File: src/rtl/flash_prog_pkg.sv
package flash_prog_pkg;
  typedef enum logic [2:0] {
    S_IDLE, S_ARMED, S_LOAD, S_HV, S_HVOFF, S_VFY, S_PGOFF
  } seq_state_e;

  localparam int PAGE_BYTES = 8;
  localparam int PAGE_LSB   = 3;

  localparam logic [1:0] REG_CTRL = 2'd0;
  localparam logic [1:0] REG_LOCK = 2'd1;
  localparam logic [1:0] REG_STAT = 2'd2;

  localparam int CB_PROG = 0;
  localparam int CB_HV   = 1;
  localparam int CB_VFY  = 2;

  localparam int SB_SEQ  = 0;
  localparam int SB_TIME = 1;
  localparam int SB_LOCK = 2;
endpackage

File: src/rtl/fpc_page_buf.sv
module fpc_page_buf
  import flash_prog_pkg::*;
#(
  parameter int ADDR_W = 8
) (
  input  logic                         clk,
  input  logic                         rst_n,
  input  logic                         clr_i,
  input  logic                         wr_i,
  input  logic [ADDR_W-1:0]            addr_i,
  input  logic [7:0]                   data_i,
  output logic                         hit_o,
  output logic                         full_o,
  output logic [ADDR_W-PAGE_LSB-1:0]   page_o,
  output logic [PAGE_BYTES*8-1:0]      data_o
);
  localparam int PG_W = ADDR_W - PAGE_LSB;

  logic                  valid_q;
  logic [PG_W-1:0]       page_q;
  logic [PAGE_BYTES-1:0] mask_q;
  logic [7:0]            bytes_q [PAGE_BYTES];

  assign hit_o  = !valid_q || (addr_i[ADDR_W-1:PAGE_LSB] == page_q);
  assign full_o = &mask_q;
  assign page_o = page_q;

  for (genvar g = 0; g < PAGE_BYTES; g++) begin : g_flat
    assign data_o[g*8 +: 8] = bytes_q[g];
  end

  always_ff @(posedge clk or negedge rst_n) begin
    if (!rst_n) begin
      valid_q <= 1'b0;
      page_q  <= '0;
      mask_q  <= '0;
      for (int i = 0; i < PAGE_BYTES; i++) bytes_q[i] <= 8'hFF;
    end else if (clr_i) begin
      valid_q <= 1'b0;
      mask_q  <= '0;
    end else if (wr_i && hit_o) begin
      valid_q                      <= 1'b1;
      page_q                       <= addr_i[ADDR_W-1:PAGE_LSB];
      mask_q[addr_i[PAGE_LSB-1:0]]  <= 1'b1;
      bytes_q[addr_i[PAGE_LSB-1:0]] <= data_i;
    end
  end

  assert_page_fixed_R3: assert property (@(posedge clk) disable iff (!rst_n)
    (valid_q && !clr_i) |=> $stable(page_q));
endmodule

File: src/rtl/fpc_array.sv
module fpc_array
  import flash_prog_pkg::*;
#(
  parameter int ADDR_W = 8
) (
  input  logic                        clk,
  input  logic                        rst_n,
  input  logic [ADDR_W-1:0]           raddr_i,
  output logic [7:0]                  rdata_o,
  input  logic                        commit_i,
  input  logic [ADDR_W-PAGE_LSB-1:0]  page_i,
  input  logic [PAGE_BYTES*8-1:0]     data_i
);
  localparam int DEPTH = 1 << ADDR_W;

  logic [7:0] mem [DEPTH];

  assign rdata_o = mem[raddr_i];

  always_ff @(posedge clk or negedge rst_n) begin
    if (!rst_n) begin
      for (int i = 0; i < DEPTH; i++) mem[i] <= 8'hFF;
    end else if (commit_i) begin
      for (int i = 0; i < PAGE_BYTES; i++)
        mem[{page_i, PAGE_LSB'(i)}] <= data_i[i*8 +: 8];
    end
  end
endmodule

File: src/rtl/fpc_seq.sv
module fpc_seq
  import flash_prog_pkg::*;
#(
  parameter int PROT_W = 8,
  parameter int TW     = 16,
  parameter int T_PROG = 20,
  parameter int T_HVTV = 4,
  parameter int T_VTP  = 4,
  parameter int T_HVD  = 4
) (
  input  logic                       clk,
  input  logic                       rst_n,
  input  logic                       ctl_wr_i,
  input  logic                       stat_wr_i,
  input  logic [2:0]                 wbits_i,
  input  logic                       lock_rd_i,
  input  logic [PROT_W-1:0]          lock_map_i,
  input  logic                       arr_wr_i,
  input  logic                       vfy_rd_i,
  input  logic                       page_hit_i,
  input  logic                       page_full_i,
  input  logic [$clog2(PROT_W)-1:0]  blk_i,
  output logic [2:0]                 ctl_o,
  output logic [2:0]                 stat_o,
  output logic                       buf_wr_o,
  output logic                       buf_clr_o,
  output logic                       commit_o
);
  localparam logic [TW-1:0] TMAX = '1;

  seq_state_e          state_q, nxt;
  logic [TW-1:0]       tmr_q;
  logic [PROT_W-1:0]   lock_q;
  logic [2:0]          stat_q;
  logic                seq_set, time_set, lock_set, lock_ld;
  logic [2:0]          chg;
  logic                lock_hit;

  assign ctl_o[CB_PROG] = (state_q == S_ARMED) || (state_q == S_LOAD) ||
                          (state_q == S_HV) || (state_q == S_HVOFF) ||
                          (state_q == S_VFY);
  assign ctl_o[CB_HV]   = (state_q == S_HV);
  assign ctl_o[CB_VFY]  = (state_q == S_VFY) || (state_q == S_PGOFF);
  assign stat_o         = stat_q;
  assign chg            = wbits_i ^ ctl_o;
  assign lock_hit       = lock_q[blk_i];

  always_comb begin
    nxt       = state_q;
    seq_set   = 1'b0;
    time_set  = 1'b0;
    lock_set  = 1'b0;
    lock_ld   = 1'b0;
    commit_o  = 1'b0;
    buf_clr_o = 1'b0;
    buf_wr_o  = 1'b0;
    if (ctl_wr_i && (chg != 3'b000)) begin
      if ($countones(chg) > 1) begin
        seq_set = 1'b1;
      end else if (chg[CB_PROG]) begin
        if (wbits_i[CB_PROG]) begin
          if (state_q == S_IDLE) begin
            nxt = S_ARMED; buf_clr_o = 1'b1;
          end else seq_set = 1'b1;
        end else begin
          case (state_q)
            S_ARMED, S_LOAD: nxt = S_IDLE;
            S_VFY: if (tmr_q >= TW'(T_VTP)) nxt = S_PGOFF; else seq_set = 1'b1;
            default: seq_set = 1'b1;
          endcase
        end
      end else if (chg[CB_HV]) begin
        if (wbits_i[CB_HV]) begin
          if (state_q == S_LOAD && page_full_i) begin
            if (lock_hit) begin nxt = S_IDLE; lock_set = 1'b1; end
            else nxt = S_HV;
          end else seq_set = 1'b1;
        end else if (tmr_q >= TW'(T_PROG)) begin
          nxt = S_HVOFF; commit_o = 1'b1;
        end else begin
          nxt = S_IDLE; time_set = 1'b1;
        end
      end else begin
        if (wbits_i[CB_VFY]) begin
          if (state_q == S_HVOFF && tmr_q >= TW'(T_HVTV)) nxt = S_VFY;
          else seq_set = 1'b1;
        end else begin
          if (state_q == S_PGOFF) nxt = S_IDLE; else seq_set = 1'b1;
        end
      end
    end
    if (arr_wr_i) begin
      case (state_q)
        S_LOAD: if (page_hit_i) buf_wr_o = 1'b1; else seq_set = 1'b1;
        S_ARMED, S_HV, S_HVOFF, S_VFY: seq_set = 1'b1;
        default: ;
      endcase
    end
    if (lock_rd_i && (state_q == S_ARMED || state_q == S_LOAD)) begin
      lock_ld = 1'b1;
      nxt     = S_LOAD;
    end
    if (vfy_rd_i && (state_q == S_VFY || (state_q == S_PGOFF && tmr_q < TW'(T_HVD))))
      seq_set = 1'b1;
  end

  always_ff @(posedge clk or negedge rst_n) begin
    if (!rst_n) begin
      state_q <= S_IDLE;
      tmr_q   <= '0;
      lock_q  <= '0;
      stat_q  <= '0;
    end else begin
      state_q <= nxt;
      if (nxt != state_q) tmr_q <= TW'(1);
      else if (tmr_q != TMAX) tmr_q <= tmr_q + 1'b1;
      if (lock_ld) lock_q <= lock_map_i;
      stat_q <= (stat_q & ~(stat_wr_i ? wbits_i : 3'b000)) |
                {lock_set, time_set, seq_set};
    end
  end

  assert_hv_full_page_R6: assert property (@(posedge clk) disable iff (!rst_n)
    $rose(ctl_o[CB_HV]) |-> $past(page_full_i));
  assert_hv_unlocked_R5: assert property (@(posedge clk) disable iff (!rst_n)
    $rose(ctl_o[CB_HV]) |-> !$past(lock_hit));
  assert_vfy_after_prog_R9: assert property (@(posedge clk) disable iff (!rst_n)
    $rose(ctl_o[CB_VFY]) |-> $past(state_q == S_HVOFF));
endmodule

File: src/rtl/flash_prog_ctrl.sv
module flash_prog_ctrl
  import flash_prog_pkg::*;
#(
  parameter int ADDR_W  = 8,
  parameter int PROT_W  = 8,
  parameter int STRETCH = 8,
  parameter int TW      = 16,
  parameter int T_PROG  = 20,
  parameter int T_HVTV  = 4,
  parameter int T_VTP   = 4,
  parameter int T_HVD   = 4
) (
  input  logic              clk,
  input  logic              rst_n,
  input  logic              bus_valid,
  output logic              bus_ready,
  input  logic              bus_write,
  input  logic              bus_regsel,
  input  logic [ADDR_W-1:0] bus_addr,
  input  logic [7:0]        bus_wdata,
  output logic [7:0]        bus_rdata,
  input  logic [PROT_W-1:0] lock_map,
  output logic              hv_on,
  output logic              seq_err,
  output logic              time_err
);
  localparam int PG_W  = ADDR_W - PAGE_LSB;
  localparam int BLK_W = $clog2(PROT_W);
  localparam int SW    = $clog2(STRETCH + 1);

  logic [2:0]              ctl, stat;
  logic                    acc, vfy_rd_req;
  logic                    ctl_wr, stat_wr, lock_rd, arr_wr, vfy_rd;
  logic                    buf_wr, buf_clr, commit;
  logic                    page_hit, page_full;
  logic [PG_W-1:0]         page;
  logic [PAGE_BYTES*8-1:0] page_data;
  logic [7:0]              arr_rdata;
  logic [SW-1:0]           str_q;

  assign vfy_rd_req = bus_valid && !bus_write && !bus_regsel && ctl[CB_VFY];
  assign bus_ready  = !vfy_rd_req || (str_q == SW'(STRETCH));
  assign acc        = bus_valid && bus_ready;
  assign ctl_wr     = acc && bus_write && bus_regsel && bus_addr[1:0] == REG_CTRL;
  assign stat_wr    = acc && bus_write && bus_regsel && bus_addr[1:0] == REG_STAT;
  assign lock_rd    = acc && !bus_write && bus_regsel && bus_addr[1:0] == REG_LOCK;
  assign arr_wr     = acc && bus_write && !bus_regsel;
  assign vfy_rd     = acc && vfy_rd_req;

  always_ff @(posedge clk or negedge rst_n) begin
    if (!rst_n) str_q <= '0;
    else if (vfy_rd_req && str_q != SW'(STRETCH)) str_q <= str_q + 1'b1;
    else str_q <= '0;
  end

  always_comb begin
    bus_rdata = arr_rdata;
    if (bus_regsel) begin
      case (bus_addr[1:0])
        REG_CTRL: bus_rdata = {5'b0, ctl};
        REG_LOCK: bus_rdata = 8'(lock_map);
        REG_STAT: bus_rdata = {5'b0, stat};
        default:  bus_rdata = 8'h00;
      endcase
    end
  end

  assign hv_on    = ctl[CB_HV];
  assign seq_err  = stat[SB_SEQ];
  assign time_err = stat[SB_TIME];

  fpc_seq #(
    .PROT_W(PROT_W), .TW(TW), .T_PROG(T_PROG),
    .T_HVTV(T_HVTV), .T_VTP(T_VTP), .T_HVD(T_HVD)
  ) u_seq (
    .clk(clk), .rst_n(rst_n),
    .ctl_wr_i(ctl_wr), .stat_wr_i(stat_wr), .wbits_i(bus_wdata[2:0]),
    .lock_rd_i(lock_rd), .lock_map_i(lock_map),
    .arr_wr_i(arr_wr), .vfy_rd_i(vfy_rd),
    .page_hit_i(page_hit), .page_full_i(page_full),
    .blk_i(page[PG_W-1 -: BLK_W]),
    .ctl_o(ctl), .stat_o(stat),
    .buf_wr_o(buf_wr), .buf_clr_o(buf_clr), .commit_o(commit)
  );

  fpc_page_buf #(.ADDR_W(ADDR_W)) u_buf (
    .clk(clk), .rst_n(rst_n), .clr_i(buf_clr), .wr_i(buf_wr),
    .addr_i(bus_addr), .data_i(bus_wdata),
    .hit_o(page_hit), .full_o(page_full), .page_o(page), .data_o(page_data)
  );

  fpc_array #(.ADDR_W(ADDR_W)) u_arr (
    .clk(clk), .rst_n(rst_n), .raddr_i(bus_addr), .rdata_o(arr_rdata),
    .commit_i(commit), .page_i(page), .data_i(page_data)
  );

  assert_commit_under_hv_R7: assert property (@(posedge clk) disable iff (!rst_n)
    commit |-> hv_on);
  assert_vfy_read_stalled_R2: assert property (@(posedge clk) disable iff (!rst_n)
    (vfy_rd_req && bus_ready) |-> $past(bus_valid && !bus_ready));
endmodule

File: config.mk
export PLATFORM = sky130hd
export DESIGN_NAME = flash_prog_ctrl
export DESIGN_NICKNAME = d
export VERILOG_FILES = /design/src/rtl/flash_prog_pkg.sv /design/src/rtl/fpc_page_buf.sv /design/src/rtl/fpc_array.sv /design/src/rtl/fpc_seq.sv /design/src/rtl/flash_prog_ctrl.sv
export SDC_FILE = /design/constraint.sdc
export NUM_CORES = 2
export LEC_CHECK = 0
export ABC_AREA = 1
export BUFFER_PORTS_ARGS = -buffer_cell sky130_fd_sc_hd__buf_2
export CORE_ASPECT_RATIO = 1.2
export CORE_MARGIN = 8
export CORE_UTILIZATION = 45
export DETAILED_ROUTE_END_ITERATION = 8
export MAX_ROUTING_LAYER = met4
export REMOVE_ABC_BUFFERS = 1
export SETUP_SLACK_MARGIN = 0.5
export SYNTH_ARGS = -nofsm -noshare
export SYNTH_HDL_FRONTEND = slang
export SYNTH_HIERARCHICAL = 1
export SYNTH_SLANG_ARGS = --single-unit
File: constraint.sdc
create_clock -name clk -period 4.52 [get_ports clk]
set_input_delay 0.904 -clock clk [delete_from_list [all_inputs] [get_ports clk]]
set_output_delay 0.904 -clock clk [all_outputs]
set_load 0.01 [all_outputs]
* Word-level counts from Yosys, hierarchy flattened
Index checks and enable logic that the tools add are counted.
Storage, ports and cells: register bits 2160, output and inout bits 12, word-level logic and storage cells 488
Cells by class: add/sub/neg operators 4, $lt $le $gt $ge 26, eq/ne operators 13, mux-type cells 105, bitwise logic cells 16, reduce and logical (&&, ||, !) cells 52
Operators with widths (count):
- 2048-bit bitwise mux | 8
- 8-bit demux with 8-bit select | 8
- 8-bit 2-to-1 mux | 14
- 9-bit >= comparator, second input constant | 9
- 8-bit NOT with 9-bit output | 9
- 9-bit by 1-bit less-than comparator with 1-bit output, second input constant | 8
- 8-bit binary-select mux with 8-bit select | 1
- 64-bit bitwise mux | 1
- 1-bit 2-to-1 mux | 47
- 3-bit 2-to-1 mux | 15
- 32-bit by 1-bit adder with 32-bit output | 1
- 32-bit by 2-bit > comparator with 1-bit output, second input constant | 1
- 16-bit 2-to-1 mux | 2
- 1-bit logical AND | 31
- 8-bit demux with 3-bit select | 1
- 8-bit case mux with 3 select lines | 1
- 16-bit by 1-bit adder with 16-bit output, second input constant | 1
- 16-bit by 3-bit >= comparator with 1-bit output, second input constant | 1
- 16-bit by 5-bit >= comparator with 1-bit output, second input constant | 1
- 16-bit by 3-bit less-than comparator with 1-bit output, second input constant | 1
- 16-bit != test, second input constant | 1
- 3-bit == test, second input constant | 3
- 1-bit logical OR | 8
- 3-bit by 4-bit less-than comparator with 1-bit output, second input constant | 2
- 35 further kinds | 41

* Logic depth before layout (Yosys ltp)
depth after elaboration 17, gate-level depth with buffers 24, mapped depth without buffers 22

* Hierarchy
Netlist, hierarchy kept.
Modules (own cells, without submodules):
- fpc_array | instances 1, cells each 11464, area an instance 95218.8 µm²
- fpc_page_buf | instances 1, cells each 377, area an instance 3661.0 µm²
- fpc_seq | instances 1, cells each 281, area an instance 2003.2 µm²
- flash_prog_ctrl | instances 1, cells each 77, area an instance 455.4 µm²

* Worst setup path after synthesis
No wires, ideal clock.
path kind input-to-reg, start input bus_wdata[0], end register u_arr/mem[2019] (netlist bit), setup time 0.092 ns, arrival time 3.336 ns, required time 4.428 ns, setup slack 1.093 ns, stages 19, buffers on the path 2, path through inv_1 -> nand2_1 -> nand2_2 -> inv_1 -> ha_1 -> nand3_1 -> nand2_1 -> inv_1 -> nand3_4 -> nor2_1 -> nand3_1 -> a21oi_1 -> inv_1 -> nor3_2 -> nand2_1 -> clkbuf_1 -> clkbuf_1 -> nand2_1 -> o21ai_0
On the way: cells in the longest elaborated chain, start to end 6, elaborated cells between the ends (all ways) 9, those cells by class add/sub: 2; order compare: 1; mux: 3; bitwise: 1; reduce/logical: 2
Ends and longest elaborated chain:
- from (decl) | line flash_prog_ctrl.sv:20 | input logic [7:0] bus_wdata,
- 3-bit bitwise XOR * | line fpc_seq.sv:45 | assign chg = wbits_i ^ ctl_o;
- 1-bit by 1-bit adder with 2-bit output (implied by the code) | line fpc_seq.sv:58 | if ($countones(chg) > 1) begin
- 32-bit by 1-bit adder with 32-bit output (implied by the code) | line fpc_seq.sv:58
- 32-bit by 2-bit > comparator with 1-bit output | line fpc_seq.sv:58
- 1-bit 2-to-1 mux | line fpc_seq.sv:58
- 1-bit 2-to-1 mux * | line fpc_seq.sv:57 | if (ctl_wr_i && (chg != 3'b000)) begin
- net commit | line flash_prog_ctrl.sv:34 | logic buf_wr, buf_clr, commit;
- to (signal, indexed assignment) | line fpc_array.sv:25 | mem[{page_i, PAGE_LSB'(i)}] <= data_i[i*8 +: 8];
- to (decl) | line fpc_array.sv:16 | logic [7:0] mem [DEPTH];
Mark *: on every way through the listed nets, which the timed path passes. The rest lies on a longest branch. A chain may end at the register's enable or synchronous reset.

* Worst setup path in the final report
start input bus_addr[2], end output bus_rdata[1]
On the way: cells in the longest elaborated chain, start to end 5
Ends and longest elaborated chain:
- from (decl) | line flash_prog_ctrl.sv:19 | input logic [ADDR_W-1:0] bus_addr,
- 8-bit NOT with 9-bit output (implied by the code) | line fpc_array.sv:18 | assign rdata_o = mem[raddr_i];
- 8-bit binary-select mux with 8-bit select | line fpc_array.sv:18
- 8-bit 2-to-1 mux (implied by the code) (2 in a row) | line fpc_array.sv:18
- net arr_rdata[1] | line flash_prog_ctrl.sv:38 | logic [7:0] arr_rdata;
- 8-bit 2-to-1 mux | line flash_prog_ctrl.sv:58 | if (bus_regsel) begin
- to (decl) | line flash_prog_ctrl.sv:21 | output logic [7:0] bus_rdata,
The timed path passes the listed nets, and every way through them passes these cells. The select of a mux whose other input is x is not followed.

==> impl_metrics.ini <==
[status]
status = completed

[worst_hold_path]
worstHoldPathCells = 3
hold_class = input port to register
min_from = bus_wdata[3]
whs_endpoint = u_buf/data_o[51]$_DFFE_PN1P_

[synth]
avgSynthCellArea_um2 = 8.307
yosysTopAreaCell = dfstp_2
async_flop_share_pct = 100.0
synth_area_leaders = dfstp_2 (55%), nand2_1 (15%), nand3_1 (10%)
synth_flop_cell = dfstp_2
synthTopCellsByCount = nand2_1 (4075), dfstp_2 (2112), nand3_1 (2058), o21ai_0 (1574), clkbuf_1 (628)
synth_edf_count = 0
syn_inst = 12199
yosysTopAreaCellShare_pct = 54.76
synth-seq-cells = 2160
synth_most_common_cell = nand2_1
syn_area_um2 = 101300
seq_area_frac_synth_pct = 55.95
ys_warn_count = 6
yosys.cell_types.count = 43

[clock_network]
clk_pin_slew_worst_paths_ns = 0.06
numCtsBuffers = 222
clock_latency_ns = 0.89
hold_buffers = 0
cts_tree = done
cts-root-buf = clkbuf_16
cts_buffer_depth = 3
clock-sinks = 2160
cts_max_level = 4

[placed_design]
port_buffers = 40
place_ws_ns = 0.1161
gp_congestion = 0.8491
hpwl_um = 190100
dp_cells = 14508

[timing]
relSlewSlack_pct = 14.58
maxSlewViolCount = 0
timing.final.crit_period_ns = 4.044
grt_setup_unrepaired = true
hold_viol_final = 0
max_freq_mhz = 247.3
setup_viol = 0
fin_skew_ns = 0.05093
holdWs_ns = 0.3300
fin_crit_sh_pct = 89.47
setup_slack_ns = 0.4762
worst_pin_slew_ns = 1.272

[finish]
utilization_pct = 51.17
fin_nets = 11861
final_layout_size_suffix_gt1_share_pct = 26.07
finalNonFillerCells = 15012
areaGrowthSynthToFinish_pct = 13.55

[pwr]
pwr-share-comb_pct = 7.9
ir_worst_vdd_v = 0.0003437
power.total_mw = 41.57
pwr-share-clk_pct = 45.1
intPower_mw = 31.24
power.switching_mw = 10.33
power_density_nw_per_um2 = 361.3
p_seq_share_pct = 47.0
switching_share_pct = 24.85
p_leak_nw = 41.99

[detailed_routing]
wl_per_cell_um = 23.19
drtIter0Drc = 8685
wl_um = 348200
viasPerCell = 5.745
drc_errors = 0
dr.pass1.iters = 7
antenna_left = 0
num_vias = 86246

[critical_path]
endpoint_kind = primary output
worst-endpoint-arrival_ns = 3.14
cp_cell_sequence = buf_8 > inv_8 > buf_12 > buf_4 > nand3_1 > nand3_1 > nand3_1 > nand3_1 > nand3_1 > nand2_1 > nand2_1 > nand2_1 > nand2_1 > nand2_4 > buf_2
crit_top_cell = nand3_1
critPathLaunchType = input port
worst_ep_required_time_ns = 3.62
reg2reg_depth = 23
rrSetupSlack_ns = 0.69
slowest_delay_ns = 0.28
crit_type = input port to primary output
cpMaxStageDelayCell = buf_4
r2r-start = u_seq/state_q[2]$_DFF_PN0_
r2r-end = u_arr/mem[1073]$_DFFE_PN1P_
path_max_fanout = 26

[floorplan]
coreArea_um2 = 224900
die_x_um = 449.2
die_area_um2 = 240700
ios = 41
start_util_pct = 45.06
rows = 191
die_h_um = 535.8

[flow_run]
drv_cap = 0

[grt]
antenna_found_initial = 18
grt_use_total_pct = 28.35
gr-total-overflow = 0
grt_pass1_wl_um = 518100
grt_pass1_vias = 82712
grt_max_degree = 129
==> registers in the layout (all words and copies together), names as in the netlist <==
register       count
u_buf/valid_q      1
u_seq/stat_o       3
u_seq/state_q      3
u_buf/page_o       5
str_q              4
u_buf/mask_q       8
u_buf/data_o      64
u_seq/lock_q       8
u_arr/mem       2048
u_seq/tmr_q       16
==> layer usage <==
| metal | up-vias | routed length (um) | GRT usage, % |
|---|---|---|---|
| met5 | - | 0 | - |
| met2 | 3504 | 164000 | 45.86 |
| met3 | 772 | 25060 | 3.960 |
| li1 | 39503 | - | - |
| met4 | 0 | 15020 | 11.06 |
| met1 | 42467 | 144100 | 36.35 |
==> cell type report <==
type	instances	area [um2]
Timing Repair inverter	5	93.84
Tap cell	2991	3742
Inverter	153	636.9
Sequential cell	2160	56700
Antenna cell	15	37.54
Multi-Input combinational cell	8764	39330
Clock buffer	344	6496
Timing Repair Buffer	521	7139
Clock inverter	59	895.9
Fill cell	20987	109800
==> cell families (layout without fill, tap and decap cells) <==
kind of cell	after synthesis	after routing	share of synthesized area [%]
other	0	15	0
DFF	2160	2160	55.95
buffers and inverters	1275	1082	5.704
and+or+nand+nor	6655	6655	27.82
muxes	1	1	0.01111
AOI/OAI and AO/OA	2091	2091	10.35
adders and majority gates	5	5	0.06173
xor gates and xnor gates	12	12	0.1037
==> power by group through the flow <==
stage	logic [mW]	clock network, mW	registers [mW]
after floorplan	1.18	0	19.8
after global placement	2.96	0	19.8
after detailed placement	2.97	0	19.8
after CTS	3.22	19.1	19.5
after global routing	3.51	19.8	19.5
final	3.30	18.7	19.5
==> stage by stage <==
step                TNS (ns)  instance area (um2)
finish                     0               115100
detailed placement         0               105200
global placement           0               105200
global route               0               115100
CTS                        0               114400
floorplan           -1306.95                96130
==> worst max-delay path by stage <==
stage | startpoint | slack, ns | depth (start not counted) | to
global route | bus_addr[0] | 0.42 | 18 | bus_rdata[4]
detailed placement | bus_addr[0] | 0.12 | 17 | bus_rdata[5]
CTS | bus_addr[0] | 0.48 | 16 | bus_rdata[3]
global placement | bus_addr[0] | 0.11 | 17 | bus_rdata[5]
finish | bus_addr[2] | 0.48 | 15 | bus_rdata[1]
floorplan | bus_wdata[0] | -3.69 | 17 | u_arr/mem[128]$_DFFE_PN1P_
==> cells in the final DEF, fill, tap and decap left out, types with 7 or more instances in the layout <==
cell type / synthesis / layout
clkbuf_1: 628 / 76
inv_1: 134 / 109
nand3_2: 3 / 22
nor3_1: 12 / 12
nand2_2: 7 / 23
bufbuf_16: 0 / 16
nor2_1: 378 / 374
clkbuf_16: 0 / 237
xor2_1: 9 / 9
diode_2: 0 / 15
buf_16: 0 / 48
bufinv_16: 0 / 16
o21ai_0: 1574 / 1574
dfstp_2: 2112 / 2112
clkinv_1: 0 / 11
nand4_1: 72 / 72
a21oi_1: 332 / 331
nand3_1: 2058 / 2036
inv_2: 18 / 26
buf_12: 1 / 127
clkinv_2: 0 / 30
nor2_2: 11 / 11
buf_4: 51 / 257
dfrtp_1: 48 / 46
nand2_1: 4075 / 4030
clkbuf_8: 0 / 45
o21ai_1: 177 / 177
buf_6: 41 / 21
nand3_4: 10 / 13
nand2_4: 1 / 27
nor3_2: 7 / 7
nor3_4: 11 / 11
buf_2: 354 / 32
==> repair_timing <==
item | CTS | global route
gates resized for setup | 117 | 54
endpoints found under the setup margin | 8 | 1168
cloned | 33 | 16
pin swaps | 10 | 9
buffers inserted | 27 | 10
==> worst max-delay path, delay by kind of cell <==
family	cells	cell delay (ns)
buffers and inverters	5	1.10
and+or+nand+nor	10	1.08
Note: power is estimated with default switching activity, not from simulation.
